===== config.mk =====
export PLATFORM = sky130hd
export DESIGN_NAME = osc_trim_sar
export DESIGN_NICKNAME = d
export VERILOG_FILES = /design/src/rtl/osc_trim_pkg.sv /design/src/rtl/osc_trim_dp.sv /design/src/rtl/osc_trim_ctrl.sv /design/src/rtl/osc_trim_sar.sv
export SDC_FILE = /design/constraint.sdc
export NUM_CORES = 1
export LEC_CHECK = 0
export ABC_CLOCK_PERIOD_IN_PS = 4400
export BUFFER_PORTS_ARGS = -buffer_cell sky130_fd_sc_hd__buf_2
export CORE_UTILIZATION = 60
export CTS_BUF_LIST = sky130_fd_sc_hd__clkbuf_16
export DETAILED_ROUTE_END_ITERATION = 6
export GPL_TIMING_DRIVEN = 0
export PLACE_DENSITY = 0.83
export RECOVER_POWER = 50
export SLEW_MARGIN = 5
export SYNTH_ARGS = -nofsm -noshare
export SYNTH_HDL_FRONTEND = slang
export SYNTH_HIERARCHICAL = 1
export SYNTH_SLANG_ARGS = --single-unit

===== constraint.sdc =====
create_clock -name clk -period 4.4 [get_ports clk]
set_input_delay 0.44 -clock clk [delete_from_list [all_inputs] [get_ports clk]]
set_output_delay 0.44 -clock clk [all_outputs]
set_load 0.1 [all_outputs]

===== src/rtl/osc_trim_pkg.sv =====
package osc_trim_pkg;

  // Strobes from the controller to the datapath
  typedef struct packed {
    logic load;     // reload midpoint code and clear measurement
    logic clear;    // clear measurement counters
    logic countEn;  // reference high: advance prescaler
    logic adjust;   // apply one search step
    logic stepUp;   // direction of the step: 1 raises the code
  } dp_cmd_t;

  // Status from the datapath to the controller
  typedef struct packed {
    logic rise;     // synchronized reference rising edge
    logic refHigh;  // synchronized reference level
    logic tooSlow;  // count below target or saturated
    logic match;    // count equals target exactly
  } dp_stat_t;

  typedef enum logic [2:0] {
    ST_IDLE,
    ST_ARM,
    ST_MEASURE,
    ST_DECIDE,
    ST_FINISH
  } trim_state_t;

endpackage


===== src/rtl/osc_trim_dp.sv =====
module osc_trim_dp import osc_trim_pkg::*; #(
  parameter int TRIM_W      = 8,
  parameter int CNT_W       = 12,
  parameter int PRESCALE    = 4,
  parameter int EXPECTED    = 500,
  parameter int SYNC_STAGES = 2,
  parameter int ITER_W      = 4
) (
  input  logic              clk,
  input  logic              rstN,
  input  logic              refIn,
  input  dp_cmd_t           cmd,
  input  logic [ITER_W-1:0] iter,
  output logic [TRIM_W-1:0] trimCode,
  output dp_stat_t          stat
);

  localparam logic [TRIM_W-1:0] MID_CODE = TRIM_W'(1) << (TRIM_W - 1);
  localparam logic [TRIM_W-1:0] MAX_STEP = MID_CODE >> 1;
  localparam logic [CNT_W-1:0]  CNT_MAX  = {CNT_W{1'b1}};
  localparam logic [CNT_W-1:0]  TARGET   = CNT_W'(EXPECTED);
  localparam int                PRE_W    = (PRESCALE > 1) ? $clog2(PRESCALE) : 1;

  // Reference synchronizer
  logic [SYNC_STAGES-1:0] syncChain;
  logic refSync;
  logic refPrev;

  for (genvar g = 0; g < SYNC_STAGES; g++) begin : g_sync
    if (g == 0) begin : g_first
      always_ff @(posedge clk or negedge rstN) begin
        if (!rstN) syncChain[0] <= 1'b0;
        else       syncChain[0] <= refIn;
      end
    end else begin : g_next
      always_ff @(posedge clk or negedge rstN) begin
        if (!rstN) syncChain[g] <= 1'b0;
        else       syncChain[g] <= syncChain[g-1];
      end
    end
  end

  assign refSync = syncChain[SYNC_STAGES-1];

  always_ff @(posedge clk or negedge rstN) begin
    if (!rstN) refPrev <= 1'b0;
    else       refPrev <= refSync;
  end

  // Prescaler: one tick per PRESCALE enabled clocks
  logic tick;

  if (PRESCALE > 1) begin : g_pre
    localparam logic [PRE_W-1:0] PRE_LAST = PRE_W'(PRESCALE - 1);
    logic [PRE_W-1:0] preCnt;

    always_ff @(posedge clk or negedge rstN) begin
      if (!rstN)                    preCnt <= '0;
      else if (cmd.load || cmd.clear) preCnt <= '0;
      else if (cmd.countEn)         preCnt <= (preCnt == PRE_LAST) ? '0 : preCnt + 1'b1;
    end

    assign tick = cmd.countEn && (preCnt == PRE_LAST);
  end else begin : g_nopre
    assign tick = cmd.countEn;
  end

  // Saturating tick counter
  logic [CNT_W-1:0] tickCount;
  logic             saturated;

  assign saturated = (tickCount == CNT_MAX);

  always_ff @(posedge clk or negedge rstN) begin
    if (!rstN)                      tickCount <= '0;
    else if (cmd.load || cmd.clear) tickCount <= '0;
    else if (tick && !saturated)    tickCount <= tickCount + 1'b1;
  end

  // Trim code register with halving step
  logic [TRIM_W-1:0] stepVal;
  logic [TRIM_W-1:0] trimReg;

  assign stepVal = MID_CODE >> iter;

  always_ff @(posedge clk or negedge rstN) begin
    if (!rstN)           trimReg <= MID_CODE;
    else if (cmd.load)   trimReg <= MID_CODE;
    else if (cmd.adjust) trimReg <= cmd.stepUp ? (trimReg + stepVal) : (trimReg - stepVal);
  end

  assign trimCode     = trimReg;
  assign stat.rise    = refSync && !refPrev;
  assign stat.refHigh = refSync;
  assign stat.tooSlow = saturated || (tickCount < TARGET);
  assign stat.match   = !saturated && (tickCount == TARGET);

  // Assertions
  assert_sat_hold_R9: assert property (@(posedge clk) disable iff (!rstN)
    (cmd.countEn && !cmd.clear && !cmd.load && saturated) |=> (tickCount == CNT_MAX))
    else $error("tick counter left saturation");

  assert_step_down_R4: assert property (@(posedge clk) disable iff (!rstN)
    (cmd.adjust && !cmd.stepUp && !cmd.load) |=> (trimReg <= $past(trimReg)))
    else $error("downward step raised the code");

  assert_step_up_R5: assert property (@(posedge clk) disable iff (!rstN)
    (cmd.adjust && cmd.stepUp && !cmd.load) |=> (trimReg >= $past(trimReg)))
    else $error("upward step lowered the code");

  assert_step_bound_R10: assert property (@(posedge clk) disable iff (!rstN)
    (cmd.adjust && !cmd.load) |=>
      (((trimReg >= $past(trimReg)) ? (trimReg - $past(trimReg))
                                    : ($past(trimReg) - trimReg)) <= MAX_STEP))
    else $error("adjustment larger than the first step");

endmodule


===== src/rtl/osc_trim_ctrl.sv =====
module osc_trim_ctrl import osc_trim_pkg::*; #(
  parameter int ITERS  = 8,
  parameter int ITER_W = 4
) (
  input  logic              clk,
  input  logic              rstN,
  input  logic              startReq,
  input  dp_stat_t          stat,
  output dp_cmd_t           cmd,
  output logic [ITER_W-1:0] iter,
  output logic              busy,
  output logic              done,
  output logic              storeStrobe
);

  localparam logic [ITER_W-1:0] ITER_FIRST = ITER_W'(1);
  localparam logic [ITER_W-1:0] ITER_LAST  = ITER_W'(ITERS);

  trim_state_t       state, stateNext;
  logic [ITER_W-1:0] iterNext;

  always_ff @(posedge clk or negedge rstN) begin
    if (!rstN) begin
      state <= ST_IDLE;
      iter  <= '0;
    end else begin
      state <= stateNext;
      iter  <= iterNext;
    end
  end

  always_comb begin
    cmd       = '0;
    stateNext = state;
    iterNext  = iter;
    unique case (state)
      ST_IDLE: begin
        if (startReq) begin
          cmd.load  = 1'b1;
          iterNext  = ITER_FIRST;
          stateNext = ST_ARM;
        end
      end
      ST_ARM: begin
        if (stat.rise) begin
          cmd.countEn = 1'b1;
          stateNext   = ST_MEASURE;
        end else begin
          cmd.clear = 1'b1;
        end
      end
      ST_MEASURE: begin
        if (stat.refHigh) cmd.countEn = 1'b1;
        else              stateNext   = ST_DECIDE;
      end
      ST_DECIDE: begin
        if (stat.match) begin
          stateNext = ST_FINISH;
        end else begin
          cmd.adjust = 1'b1;
          cmd.stepUp = !stat.tooSlow;
          iterNext   = iter + 1'b1;
          stateNext  = (iter >= ITER_LAST) ? ST_FINISH : ST_ARM;
        end
      end
      ST_FINISH: stateNext = ST_IDLE;
      default:   stateNext = ST_IDLE;
    endcase
  end

  assign busy        = (state == ST_ARM) || (state == ST_MEASURE) || (state == ST_DECIDE);
  assign done        = (state == ST_FINISH);
  assign storeStrobe = (state == ST_FINISH);

  // Assertions
  assert_iter_range_R7: assert property (@(posedge clk) disable iff (!rstN)
    busy |-> (iter >= ITER_FIRST && iter <= ITER_LAST))
    else $error("iteration index out of range while busy");

  assert_match_ends_R6: assert property (@(posedge clk) disable iff (!rstN)
    (state == ST_DECIDE && stat.match) |=> (done && $stable(iter)))
    else $error("exact match did not end the search");

  assert_done_pulse_R8: assert property (@(posedge clk) disable iff (!rstN)
    done |=> (!done && !busy))
    else $error("done held longer than one clock");

  assert_start_ignored_R2: assert property (@(posedge clk) disable iff (!rstN)
    (busy && startReq && state != ST_DECIDE) |=> $stable(iter))
    else $error("start request disturbed a running search");

endmodule


===== src/rtl/osc_trim_sar.sv =====
module osc_trim_sar import osc_trim_pkg::*; #(
  parameter int TRIM_W      = 8,
  parameter int CNT_W       = 12,
  parameter int PRESCALE    = 4,
  parameter int EXPECTED    = 500,
  parameter int SYNC_STAGES = 2
) (
  input  logic              clk,
  input  logic              rstN,
  input  logic              refIn,
  input  logic              startReq,
  output logic [TRIM_W-1:0] trimCode,
  output logic              busy,
  output logic              done,
  output logic              storeStrobe
);

  localparam int ITERS  = TRIM_W;
  localparam int ITER_W = $clog2(ITERS + 2);
  localparam logic [TRIM_W-1:0] MID_CODE = TRIM_W'(1) << (TRIM_W - 1);

  dp_cmd_t           cmd;
  dp_stat_t          stat;
  logic [ITER_W-1:0] iter;

  osc_trim_ctrl #(
    .ITERS (ITERS),
    .ITER_W(ITER_W)
  ) i_ctrl (
    .clk        (clk),
    .rstN       (rstN),
    .startReq   (startReq),
    .stat       (stat),
    .cmd        (cmd),
    .iter       (iter),
    .busy       (busy),
    .done       (done),
    .storeStrobe(storeStrobe)
  );

  osc_trim_dp #(
    .TRIM_W     (TRIM_W),
    .CNT_W      (CNT_W),
    .PRESCALE   (PRESCALE),
    .EXPECTED   (EXPECTED),
    .SYNC_STAGES(SYNC_STAGES),
    .ITER_W     (ITER_W)
  ) i_dp (
    .clk     (clk),
    .rstN    (rstN),
    .refIn   (refIn),
    .cmd     (cmd),
    .iter    (iter),
    .trimCode(trimCode),
    .stat    (stat)
  );

  assert_start_mid_R2: assert property (@(posedge clk) disable iff (!rstN)
    $rose(busy) |-> (trimCode == MID_CODE))
    else $error("search did not begin at the midpoint code");

  assert_idle_hold_R10: assert property (@(posedge clk) disable iff (!rstN)
    (!busy && !startReq) |=> $stable(trimCode))
    else $error("trim code moved while idle");

  assert_strobe_pair_R8: assert property (@(posedge clk) disable iff (!rstN)
    $rose(storeStrobe) |-> (done && !busy))
    else $error("store strobe without done");

endmodule


==> results_dict.tcl <==
set metrics [dict create \
    final_cell_area_um2 2400 \
    hold_viol_final 0 \
    grt_antenna_before_repair 0 \
    io_pins 15 \
    grt_pass1_wl_um 6768 \
    max_freq_ghz 0.2609 \
    report.final.slew_viol_count 33 \
    power.share.sequential_pct 29.0 \
    p_clk_share_pct 22.3 \
    synth_cell_types 50 \
    post_drt_wl_per_cell_um 13.56 \
    hold_class "input port to flip-flop" \
    cap_viol_max_count 1 \
    hpwl_um 2896 \
    start_util_pct 63.58 \
    path_clk_slew_ns 0.05 \
    pwr_density_cell_nw_per_um2 591.1 \
    tightestPinTransition_ns 1.705 \
    synth.avg_cell_area_um2 9.138 \
    rsz0062_at_grt "no" \
    vias 1701 \
    cp_max_fo 9 \
    drc 0 \
    placed_area_um2 2266 \
    synth_edf_count 0 \
    final_nets 272 \
    swShare_pct 45.91 \
    area_growth_syn_to_layout_pct 12.23 \
    cts_setup_buffers 0 \
    synthArstFlopShare_pct 100.0 \
    syn_inst 234 \
    r2r_slack_ns 0.57 \
    clk_latency_ns 0.27 \
    yosysSeqAreaShare_pct 37.51 \
    setup_violations 0 \
    arrival_ns 4.03 \
    die_w_um 61.70 \
    synth_top_cell_area_share_pct 36.28 \
    routed_wl_um 4095 \
    worstSetupEndpointType "flip-flop" \
    vdd.ir_drop.worst_mv 0.2739 \
    grt_use_total_pct 24.75 \
    netlist_area_um2 2138 \
    required_ns 4.60 \
    numPortBuffers 14 \
    dr.pass1.iters 4 \
    rows 21 \
    path_class "flip-flop to flip-flop" \
    cts_resized 0 \
    start_kind "flip-flop" \
    cts_tree "yes" \
    multi_input_area_um2 1229 \
    antenna_left 0 \
    final_common_cell "nor2_1" \
    final_core_utilization_pct 71.35 \
    grt_max_degree 33 \
    p_comb_share_pct 48.8 \
    min_period_ns 3.833 \
    yosys-top-cells-area "dfrtp_1 (36%), ha_1 (7.0%), nor2_1 (6.8%), xnor2_1 (4.1%), mux2i_1 (3.7%)" \
    clock_sinks 32 \
    core-area_um2 3363 \
    clockBufferDepth 2 \
    hold_buffers 0 \
    seq_area_um2 802.0 \
    layout_common_cells "nor2_1 (39), dfrtp_1 (31), buf_2 (14), inv_1 (12), ha_1 (12)" \
    dieArea_um2 3806 \
    ys_ff_latch 32 \
    violations "capacitance limit, slew limit" \
    fillers 296 \
    switchingPower_w 0.0006512 \
    outcome "complete, but fails checks" \
    n_antenna_cell 0 \
    cts_buffers 5 \
    yosysTopAreaCell "dfrtp_1" \
    grt_pass1_vias 1513 \
    yosys_warnings 6 \
    tns_ns 0 \
    gp_congestion 0.8723 \
    drive_above_1_share_pct 14.84 \
    slew_headroom_pct -13.67 \
    die_h_um 61.70 \
    period_share_pct 87.12 \
    p_leak_nw 1.049 \
    cts_root_buffer "clkbuf_16" \
    htreeDepth 2 \
    drt_iter0_drc 101 \
    via_per_inst 5.632 \
    ys.flop_type "dfrtp_1" \
    grt_overflow 0 \
    p_int_w 0.0007673 \
    synthesis.nets 251 \
    fin_skew_ns 0.003708 \
]
[cells by family after synthesis]
| kind of cell | after synthesis | synth area share (%) |
|---|---|---|
| compound gates | 40 | 12.76 |
| simple gates | 106 | 27.44 |
| fa+ha+maj | 13 | 7.958 |
| mux | 10 | 4.798 |
| xor+xnor | 11 | 4.505 |
| flops | 32 | 37.51 |
| buf+inv | 22 | 5.032 |
[flip-flops by register name, indices dropped and copies added, names as in the netlist]
| signal | cells |
|---|---|
| i_dp/refPrev | 1 |
| i_ctrl/state | 3 |
| i_dp/tickCount | 12 |
| i_dp/g_pre.preCnt | 2 |
| i_dp/trimCode | 8 |
| i_ctrl/iter | 4 |
| i_dp/refSync | 1 |
| i_dp/syncChain | 1 |
[final timing paths]
kind                                          startpoint                            end  cells after the start
max                        i_dp/tickCount[9]$_DFFE_PN0P_   i_dp/trimCode[7]$_DFFE_PN1P_                     12
min in group asynchronous                           rstN     i_ctrl/iter[2]$_DFFE_PN0P_                      1
min reg2reg                  i_dp/syncChain[0]$_DFF_PN0_         i_dp/refSync$_DFF_PN0_                      0
min                                                refIn    i_dp/syncChain[0]$_DFF_PN0_                      1
max reg2reg                i_dp/tickCount[9]$_DFFE_PN0P_   i_dp/trimCode[7]$_DFFE_PN1P_                     12
max in group asynchronous                           rstN  i_dp/tickCount[4]$_DFFE_PN0P_                      1
[layout make-up]
class | count | area share (%)
plain buffers | 11 | 2.763
clock buffers | 5 | 5.214
clock inverters | 3 | 0.4692
inverters | 11 | 1.721
multi-input cells | 180 | 51.20
flip-flops and latches | 32 | 33.42
well taps | 46 | 2.398
repair buffers | 14 | 2.815
[routing by layer]
layer	part of all wire, %	GRT usage, %	up-vias	routed length, um
met5	0	0	-	0
met4	1.4	7.302	0	58
met3	3.6	5.797	11	148
met2	50	43.47	37	2048
met1	45	30.38	791	1839
li1	-	-	862	-
[power groups by stage]
stage,clock network [W],logic [W],registers (W)
2_1_floorplan,0,0.000403,0.000574
3_3_place_gp,0,0.000672,0.000412
3_5_place_dp,0,0.000686,0.000414
4_1_cts,0.000325,0.000694,0.000411
5_1_grt,0.000337,0.000758,0.000419
6_report,0.000316,0.000692,0.000411
[cells in the mapped netlist (3+ instances only)]
library cell / number
a211oi_1: 3
a21oi_1: 11
clkbuf_1: 5
dfrtp_1: 31
ha_1: 12
inv_1: 10
mux2i_1: 8
nand2_1: 10
nand2b_1: 4
nand3_1: 5
nor2_1: 39
nor2b_1: 7
nor3_1: 11
nor3b_1: 4
nor4_1: 5
o21a_1: 3
o21ai_0: 11
or2_2: 5
xnor2_1: 10
[through the flow]
step	setup WS, ns	instances	power, W	hold slack (ns)
2_1_floorplan	1.176	234	0.0009771	0.1444
3_5_place_dp	0.7204	294	0.001100	0.3451
6_report	0.5669	302	0.001418	0.2721
3_3_place_gp	0.7425	294	0.001084	0.3329
5_1_grt	0.3709	302	0.001514	0.2743
4_1_cts	0.6162	302	0.001430	0.2406
[worst max-delay path, cell delays in order, from the launching register on]
cell,delay (ns)
dfrtp_1,0.42
or3_1,0.39
nor4_1,0.43
and4bb_1,0.26
buf_6,0.14
nor2b_1,0.19
mux2_2,0.31
ha_1,0.29
a211oi_1,0.40
o21ai_0,0.16
a31oi_1,0.24
mux2i_1,0.31
mux2i_1,0.21
Power figures use the tool's default switching activity.
